File: config.mk
export PLATFORM = sky130hd
export DESIGN_NAME = pt_walker
export DESIGN_NICKNAME = d
export VERILOG_FILES = /design/src/rtl/ptw_pkg.sv /design/src/rtl/ptw_addr_gen.sv /design/src/rtl/ptw_leaf_eval.sv /design/src/rtl/pt_walker.sv
export SDC_FILE = /design/constraint.sdc
export NUM_CORES = 1
export LEC_CHECK = 0
export ABC_AREA = 1
export BUFFER_PORTS_ARGS = -buffer_cell sky130_fd_sc_hd__buf_2
export CAP_MARGIN = 40
export CORE_AREA = 4 4 139 141
export CTS_CLUSTER_SIZE = 25
export DETAILED_ROUTE_END_ITERATION = 6
export DIE_AREA = 0 0 143 145
export GPL_TIMING_DRIVEN = 0
export PLACE_DENSITY = 0.74
export SLEW_MARGIN = 20
export SYNTH_ARGS = -nofsm -noshare
export SYNTH_HDL_FRONTEND = slang
export SYNTH_HIERARCHICAL = 1
export SYNTH_SLANG_ARGS = --single-unit
export TNS_END_PERCENT = 100
File: constraint.sdc
create_clock -name clk -period 2.22 [get_ports clk]
set_input_delay 0.222 -clock clk [delete_from_list [all_inputs] [get_ports clk]]
set_output_delay 0.222 -clock clk [all_outputs]
set_load 0.05 [all_outputs]
File: src/rtl/ptw_pkg.sv
package ptw_pkg;
  // Bit positions inside a table entry
  localparam int PTE_PRESENT  = 0;
  localparam int PTE_WRITABLE = 1;
  localparam int PTE_USED     = 2;
  localparam int PTE_DIRTY    = 3;

  // log2 of the entry size in bytes
  localparam int ENTRY_SHIFT  = 2;

  typedef enum logic [1:0] {
    FLT_NONE   = 2'd0,
    FLT_ABSENT = 2'd1,
    FLT_PROT   = 2'd2
  } flt_e;

  typedef enum logic [1:0] {
    WS_IDLE,
    WS_DIR,
    WS_LEAF,
    WS_WB
  } wstate_e;
endpackage

File: src/rtl/ptw_addr_gen.sv
module ptw_addr_gen
  import ptw_pkg::*;
#(
  parameter int AW    = 32,
  parameter int IDX_W = 10,
  parameter int OFF_W = 12
) (
  input  logic [AW-1:0]       root,
  input  logic [IDX_W-1:0]    dir_idx,
  input  logic [AW-OFF_W-1:0] dir_frame,
  input  logic [IDX_W-1:0]    leaf_idx,
  output logic [AW-1:0]       dir_addr,
  output logic [AW-1:0]       leaf_addr
);
  localparam int SCALED_W = IDX_W + ENTRY_SHIFT;

  logic [SCALED_W-1:0] dir_ofs;
  logic [SCALED_W-1:0] leaf_ofs;

  assign dir_ofs   = {dir_idx,  {ENTRY_SHIFT{1'b0}}};
  assign leaf_ofs  = {leaf_idx, {ENTRY_SHIFT{1'b0}}};

  assign dir_addr  = root + AW'(dir_ofs);
  assign leaf_addr = {dir_frame, {OFF_W{1'b0}}} + AW'(leaf_ofs);
endmodule

File: src/rtl/ptw_leaf_eval.sv
module ptw_leaf_eval
  import ptw_pkg::*;
#(
  parameter int AW    = 32,
  parameter int OFF_W = 12
) (
  input  logic [AW-1:0]    leaf,
  input  logic             is_write,
  input  logic [OFF_W-1:0] off,
  output flt_e             cause,
  output logic             need_wb,
  output logic [AW-1:0]    new_leaf,
  output logic [AW-1:0]    paddr
);
  always_comb begin
    new_leaf           = leaf;
    new_leaf[PTE_USED] = 1'b1;
    if (is_write) new_leaf[PTE_DIRTY] = 1'b1;

    if (!leaf[PTE_PRESENT])                 cause = FLT_ABSENT;
    else if (is_write && !leaf[PTE_WRITABLE]) cause = FLT_PROT;
    else                                    cause = FLT_NONE;

    need_wb = (cause == FLT_NONE) && (new_leaf != leaf);
    paddr   = {leaf[AW-1:OFF_W], off};
  end
endmodule

File: src/rtl/pt_walker.sv
module pt_walker
  import ptw_pkg::*;
#(
  parameter  int IDX_W = 10,
  parameter  int OFF_W = 12,
  localparam int AW    = 2 * IDX_W + OFF_W
) (
  input  logic          clk,
  input  logic          rst,
  input  logic          req_valid,
  input  logic [AW-1:0] req_vaddr,
  input  logic          req_write,
  input  logic [AW-1:0] root_base,
  output logic          busy,
  output logic          done,
  output logic          resp_fault,
  output logic [1:0]    resp_cause,
  output logic [AW-1:0] resp_paddr,
  output logic          mem_req,
  output logic          mem_we,
  output logic [AW-1:0] mem_addr,
  output logic [AW-1:0] mem_wdata,
  input  logic          mem_ack,
  input  logic [AW-1:0] mem_rdata
);
  localparam int DIR_LSB  = AW - IDX_W;
  localparam int LEAF_LSB = OFF_W;

  wstate_e       state;
  logic [AW-1:0] vaddr_q;
  logic          write_q;
  logic [AW-1:0] pa_q;

  logic [AW-1:0] dir_addr, leaf_addr;
  flt_e          leaf_cause;
  logic          leaf_wb;
  logic [AW-1:0] leaf_new, leaf_pa;

  logic          ack_ok;
  logic          fin;
  flt_e          fin_cause;
  logic [AW-1:0] fin_pa;

  ptw_addr_gen #(.AW(AW), .IDX_W(IDX_W), .OFF_W(OFF_W)) u_addr (
    .root      (root_base),
    .dir_idx   (req_vaddr[DIR_LSB +: IDX_W]),
    .dir_frame (mem_rdata[AW-1:OFF_W]),
    .leaf_idx  (vaddr_q[LEAF_LSB +: IDX_W]),
    .dir_addr  (dir_addr),
    .leaf_addr (leaf_addr)
  );

  ptw_leaf_eval #(.AW(AW), .OFF_W(OFF_W)) u_eval (
    .leaf     (mem_rdata),
    .is_write (write_q),
    .off      (vaddr_q[OFF_W-1:0]),
    .cause    (leaf_cause),
    .need_wb  (leaf_wb),
    .new_leaf (leaf_new),
    .paddr    (leaf_pa)
  );

  // An acknowledge counts only once the request pulse is over
  assign ack_ok = mem_ack && !mem_req;

  always_comb begin
    fin       = 1'b0;
    fin_cause = FLT_NONE;
    fin_pa    = '0;
    if (ack_ok) begin
      case (state)
        WS_DIR: begin
          if (!mem_rdata[PTE_PRESENT]) begin
            fin       = 1'b1;
            fin_cause = FLT_ABSENT;
          end
        end
        WS_LEAF: begin
          if (leaf_cause != FLT_NONE) begin
            fin       = 1'b1;
            fin_cause = leaf_cause;
          end else if (!leaf_wb) begin
            fin    = 1'b1;
            fin_pa = leaf_pa;
          end
        end
        WS_WB: begin
          fin    = 1'b1;
          fin_pa = pa_q;
        end
        default: ;
      endcase
    end
  end

  always_ff @(posedge clk) begin
    if (rst) begin
      state      <= WS_IDLE;
      vaddr_q    <= '0;
      write_q    <= 1'b0;
      pa_q       <= '0;
      busy       <= 1'b0;
      done       <= 1'b0;
      resp_fault <= 1'b0;
      resp_cause <= 2'b00;
      resp_paddr <= '0;
      mem_req    <= 1'b0;
      mem_we     <= 1'b0;
      mem_addr   <= '0;
      mem_wdata  <= '0;
    end else begin
      done    <= 1'b0;
      mem_req <= 1'b0;
      if (fin) begin
        done       <= 1'b1;
        busy       <= 1'b0;
        resp_fault <= (fin_cause != FLT_NONE);
        resp_cause <= fin_cause;
        resp_paddr <= fin_pa;
        mem_we     <= 1'b0;
        state      <= WS_IDLE;
      end else begin
        case (state)
          WS_IDLE: begin
            if (req_valid) begin
              vaddr_q  <= req_vaddr;
              write_q  <= req_write;
              busy     <= 1'b1;
              mem_req  <= 1'b1;
              mem_we   <= 1'b0;
              mem_addr <= dir_addr;
              state    <= WS_DIR;
            end
          end
          WS_DIR: begin
            if (ack_ok) begin
              mem_req  <= 1'b1;
              mem_we   <= 1'b0;
              mem_addr <= leaf_addr;
              state    <= WS_LEAF;
            end
          end
          WS_LEAF: begin
            if (ack_ok) begin
              mem_req   <= 1'b1;
              mem_we    <= 1'b1;
              mem_wdata <= leaf_new;
              pa_q      <= leaf_pa;
              state     <= WS_WB;
            end
          end
          default: ;
        endcase
      end
    end
  end
endmodule

======== Yosys cells after proc, flatten, opt, wreduce, memory -nomap -nowiden ========
Cells that the tools add are included.
cells by class
  equal/unequal tests ..................... 7
  $add $sub $neg .......................... 2
  muxes and demuxes ....................... 31
  reduce and logical (&&, ||, !) cells .... 18
  bitwise logic cells ..................... 1
operator list
  kind                                                 number
  two-way mux 32 bit                                   5
  case mux 32 bit (2 select lines)                     2
  adder 32 x 12 -> 32 bit                              2
  two-way mux 2 bit                                    7
  two-way mux 1 bit                                    12
  AND reduction 4 bit                                  2
  inequality test 2 bit, second input constant         3
  case mux 1 bit (3 select lines)                      2
  case mux 2 bit (3 select lines)                      1
  AND reduction 3 bit                                  2
  nonzero test 2 bit                                   3
  equality test 2 bit, second input constant           2
  logical NOT 2 bit                                    2
  case mux 2 bit (2 select lines)                      1
  OR reduction 2 bit                                   2
  logical AND 1 bit                                    3
  nonzero test 3 bit                                   1
  equality test 2 x 1 -> 1 bit, second input constant  1
  logical NOT 1 bit                                    2
  inequality test 2 bit                                1
  case mux 1 bit (2 select lines)                      1
  AND reduction 2 bit                                  1
  inverter 1 bit                                       1
storage, ports and cells
  register bits after elaboration ......... 160

======== Longest topological paths before layout ========
  word-level depth ........................ 12
  mapped depth ............................ 15
  depth with buffers taken out ............ 15

======== Cells and area by module ========
The synthesis kept the hierarchy.
by module, submodules not included
  module         sequential area each (µm²)  cells an instance  instances  area an instance (µm²)
  pt_walker      3203.1                      912                1          6836.6
  ptw_addr_gen   0.0                         291                1          1554.0
  ptw_leaf_eval  0.0                         74                 1          520.5

======== Least setup slack after synthesis ========
OpenSTA, ideal clock, no wires.
  path type ............................... input port to flip-flop
  start ................................... input port root_base[2]
  end ..................................... register mem_addr[12]
  slack ................................... 0.396 ns
  stages on the path ...................... 13
  arrival ................................. 1.708 ns
  cell sequence ........................... ha_1 fa_1 nand3_1 nand2_2 nand2_1 nand2_2 nand2_1 nand2_2 xor2_1 mux2i_1 nand3_1 nand2_1 nor2_1
between the ends
  word-level cells in the longest chain between the ends .. 3
RTL lines
  item                              RTL line            source
  from (decl)                       pt_walker.sv:13     input logic [AW-1:0] root_base,
  adder 32 x 12 -> 32 bit           ptw_addr_gen.sv:23  assign dir_addr = root + AW'(dir_ofs);
  via dir_addr[12]                  pt_walker.sv:34     logic [AW-1:0] dir_addr, leaf_addr;
  two-way mux 32 bit                pt_walker.sv:125    if (req_valid) begin
  case mux 32 bit (2 select lines)  pt_walker.sv:123    case (state)
  to (signal assigned)              pt_walker.sv:131    mem_addr <= dir_addr;
  to (signal assigned)              pt_walker.sv:139    mem_addr <= leaf_addr;
  to (decl)                         pt_walker.sv:21     output logic [AW-1:0] mem_addr,
The timed path passes the listed nets, and every way through them passes these cells. The select of a mux whose other input is x is not followed.
A chain may end at the register's enable or synchronous reset.

======== Final worst setup path ========
  start ................................... register state[0]
  end ..................................... register vaddr_q[13]
between the ends
  word-level cells in the longest chain between the ends .. 5
RTL lines
  item                                                                        RTL line          source
  from (decl)                                                                 pt_walker.sv:29   wstate_e state;
  from (signal assigned)                                                      pt_walker.sv:98   state <= WS_IDLE;
  from (signal assigned)                                                      pt_walker.sv:121  state <= WS_IDLE;
  from (signal assigned)                                                      pt_walker.sv:132  state <= WS_DIR;
  equality test 2 bit / equality test 2 x 1 -> 1 bit (equally long branches)  pt_walker.sv:71   case (state)
  case mux 1 bit (3 select lines)                                             pt_walker.sv:71
  two-way mux 1 bit                                                           pt_walker.sv:70   if (ack_ok) begin
  inverter 1 bit (no source line)                                             --
  AND reduction 3 bit (no source line) *                                      --
  to (signal assigned)                                                        pt_walker.sv:126  vaddr_q <= req_vaddr;
  to (decl)                                                                   pt_walker.sv:30   logic [AW-1:0] vaddr_q;
Mark *: on every way between the ends. The rest lies on a longest branch, timed or not.

==> impl_summary.log <==
[metrics] Die Height: between 100 and 150 um
[metrics] TritonCTS clock tree: done
[metrics] Post-Synthesis Mean Instance Area: 6.98 um^2
[metrics] Distinct cells, synth: 35
[metrics] area of the core region: 18000 um^2
[metrics] clock sink count: 160
[metrics] upper clock frequency limit: 488 MHz
[metrics] Worst Path Required: 2590 ps
[metrics] routed wirelength normalized by instance count: between 15 and 20 um
[metrics] Tightest Pin Transition: 747 ps
[metrics] number of synthesized flops with an enable pin: 0
[metrics] number of buffers between clock root and the deepest sink: 2
[metrics] post-layout min period: 2050 ps
[metrics] cell type with the highest aggregate area in the netlist: sky130_fd_sc_hd__dfxtp_1
[metrics] type of the worst min-delay path: input pin to register
[metrics] antenna violations before repair: 3
[metrics] share of synthesized area occupied by flip-flops and latches: 35.9%
[metrics] per-cell via count in the routed design: 5.15
[metrics] warnings from Yosys: 6
[metrics] cell chosen for the clock root: sky130_fd_sc_hd__clkbuf_16
[metrics] clk_lat worst skew: about 430 ps
[metrics] worst hold margin: 34.7 ps
[metrics] proportion of layout cells with a drive suffix above 1: 25.6%
[metrics] startpoint type of the worst setup path: register
[metrics] count of hold buffers inserted by post-cts repair: 0
[metrics] Critical Path Max Stage Delay: 430 ps
[metrics] leading cell types by total area after synthesis: sky130_fd_sc_hd__dfxtp_1 36%, sky130_fd_sc_hd__nand2_1 15%, sky130_fd_sc_hd__nand3_1 11%
[metrics] relative max-transition margin: 50.2%
[metrics] combined area of all synthesized cells: 8910 um^2
[metrics] final weighted congestion of routability-driven global placement: approximately 0.93
[metrics] routed wire length: 26900 um
[metrics] most frequent cell after synthesis: sky130_fd_sc_hd__nand2_1
[metrics] Worst Path Max Fanout: 10
[metrics] number of top-level pins: 204
[metrics] post-synthesis async set-or-reset flop share: 0%
[metrics] number of buffers inserted by port buffering: 173
[metrics] number of buffers inserted during clock tree synthesis: 17
[metrics] dominant synthesized flop cell: sky130_fd_sc_hd__dfxtp_1
[metrics] via count of the first global-routing pass: 8280
[metrics] count of final max-slew check failures: 0
[metrics] register bit total from synthesis: 160
[metrics] endpoints failing hold: 0
[metrics] critical path data arrival time: roughly 2400 ps
[metrics] Resized cells post-CTS: 0
[metrics] crit share post-route: 92.3%
[metrics] Max Cap Violations: 0
[metrics] Initial Util: between 40 and 50%
[metrics] global-route wire length before repair: 42800 um
[metrics] residual overflow from global routing: 0
[metrics] post-CTS setup repair buffer count: 0
[metrics] Antenna Nets Post-Route: 0
[metrics] Worst VDD drop: 0.680 mV
[metrics] DRT Pass-1 Iters: 5
[metrics] Total Nets Final: 1587
[metrics] via count: 8835
[metrics] cell breakdown of the critical path: inv_1 > ha_1 > nand2_1 > inv_1 > buf_1 > nor2_1 > nor2_1
[metrics] area of the die: approximately 21000 um^2
[metrics] # setup viols final: 0
[metrics] floorplan die width: about 140 um
[metrics] Detail Placement HPWL: 20500 um
[metrics] Fill cells: 1761
[metrics] Cell Area, Placed: 10100 um^2
[metrics] areal power density over the cells: 1100 nW/um^2
[metrics] First DRT Iteration DRCs: 693
[metrics] top cell types by occurrence after synthesis: 347 x sky130_fd_sc_hd__nand2_1, 193 x sky130_fd_sc_hd__nand3_1, 160 x sky130_fd_sc_hd__dfxtp_1
[metrics] FP Rows: 49
[metrics] share of the synthesized area in the top cell type: 35.9%
[metrics] number of H-tree levels: 4
[metrics] critical setup path kind: register to register
[metrics] largest net degree at the start of global routing: 17
[metrics] layout-stage area growth over the synthesis result: 19.7%
[metrics] unrepaired setup endpoints after global routing: false
[metrics] total power: 11.7 mW
[metrics] Critical Path End Type: register
[metrics] post-route clock skew: 7.49 ps
[metrics] clock-pin slew reported for the worst setup and hold paths after clock tree synthesis: about 70 ps
[metrics] highest-delay cell along the critical path: sky130_fd_sc_hd__inv_1
[metrics] result of the run: completed
[metrics] Post-Syn Instances: 1277
[metrics] leakage power: 5.32 nW
[metrics] total routing usage reported by global routing: between 20% and 30%
[metrics] total non-filler cell area in the finished layout: 10700 um^2
[metrics] DRC Markers: 0
[worst max-delay path, delay by kind of cell, from the launching register on]
family / cells / cell delay, ps
adders and majority gates: 1 / 210
buffers and inverters: 3 / 950
DFF: 1 / 360
and+or+nand+nor: 3 / 470
[flip-flops by register name (all words and copies together) (netlist names)]
signal / cells
mem_we: 1
mem_wdata: 32
state: 2
resp_cause: 2
write_q: 1
resp_paddr: 32
mem_req: 1
mem_addr: 32
resp_fault: 1
done: 1
busy: 1
pa_q: 32
vaddr_q: 22
[final timing paths]
check,start,end,slack (ps),depth (start not counted)
hold / removal,req_vaddr[5],vaddr_q[5]$_SDFFE_PP0P_,30,3
setup reg to reg,state[0]$_SDFFE_PP0P_,vaddr_q[13]$_SDFFE_PP0P_,170,7
hold reg to reg,mem_wdata[8]$_SDFFE_PP0P_,mem_wdata[8]$_SDFFE_PP0P_,460,2
setup / recovery,state[0]$_SDFFE_PP0P_,vaddr_q[13]$_SDFFE_PP0P_,170,7
[final cells by class]
type	instances	area, um^2	share of cell area [%]
inverter	57	214	2.01
sequential	160	3200	30.0
timing repair buffer	173	866	8.12
buffer	173	1180	11.1
clock inverter	12	146	1.37
clock buffer	19	443	4.15
multi-input combinational	888	4320	40.5
antenna	3	7.51	0.0704
tap	229	287	2.69
[per-layer routing]
metal  track usage, %  wire, um  vias up
met5                0        12        -
met4             7.27       537        2
met3             6.45      2430       43
met2             40.1     12200      342
met1             35.6     11700     4026
li1                 -         -     4422
[cells in the final DEF (no fill, tap or decap), types with 2 or more instances in the layout]
cell type,n
sky130_fd_sc_hd__a21oi_1,107
sky130_fd_sc_hd__and2_1,2
sky130_fd_sc_hd__buf_1,8
sky130_fd_sc_hd__buf_2,203
sky130_fd_sc_hd__buf_4,101
sky130_fd_sc_hd__buf_6,15
sky130_fd_sc_hd__bufinv_16,2
sky130_fd_sc_hd__clkbuf_1,20
sky130_fd_sc_hd__clkbuf_16,17
sky130_fd_sc_hd__clkinvlp_4,3
sky130_fd_sc_hd__conb_1,3
sky130_fd_sc_hd__dfxtp_1,160
sky130_fd_sc_hd__diode_2,3
sky130_fd_sc_hd__ha_1,15
sky130_fd_sc_hd__inv_1,53
sky130_fd_sc_hd__inv_2,4
sky130_fd_sc_hd__inv_6,5
sky130_fd_sc_hd__mux2i_1,32
sky130_fd_sc_hd__nand2_1,347
sky130_fd_sc_hd__nand2_2,14
sky130_fd_sc_hd__nand3_1,193
sky130_fd_sc_hd__nand3_2,4
sky130_fd_sc_hd__nand3b_1,6
sky130_fd_sc_hd__nand4_1,4
sky130_fd_sc_hd__nor2_1,107
sky130_fd_sc_hd__nor2_2,3
sky130_fd_sc_hd__nor3_1,3
sky130_fd_sc_hd__o21ai_0,23
sky130_fd_sc_hd__xor2_1,14
[metrics by stage]
step / worst slack [ps] / utilization [%] / cells / TNS, ps
after floorplan: 396 / - / 1278 / 0
after global placement: -24.2 / 56.0 / 1680 / -24.2
after detailed placement: -35.1 / 56.0 / 1680 / -35.1
after CTS: 213 / 59.3 / 1711 / 0
after global routing: 16.8 / 59.4 / 1713 / 0
final: 172 / 59.4 / 1714 / 0
[kinds of logic (layout without fill, tap and decap cells)]
| logic type | count (synthesis) | in the layout | share of synthesized area, % |
|---|---|---|---|
| simple gates | 690 | 690 | 33.5 |
| buf+inv | 230 | 434 | 15.6 |
| flops | 160 | 160 | 35.9 |
| compound gates | 133 | 133 | 7.57 |
| mux | 32 | 32 | 3.59 |
| fa+ha+maj | 16 | 16 | 2.33 |
| xor+xnor | 14 | 14 | 1.38 |
| other cells | 2 | 6 | 0.0843 |
[power breakdown]
part	leakage (nW)	switching (mW)	internal (mW)
Sequential	1.30	0.264	3.36
Combinational	3.74	3.35	1.77
Clock	0.279	1.28	1.71
Total	5.32	4.89	6.84
Note: power is estimated with default switching activity, not from simulation.
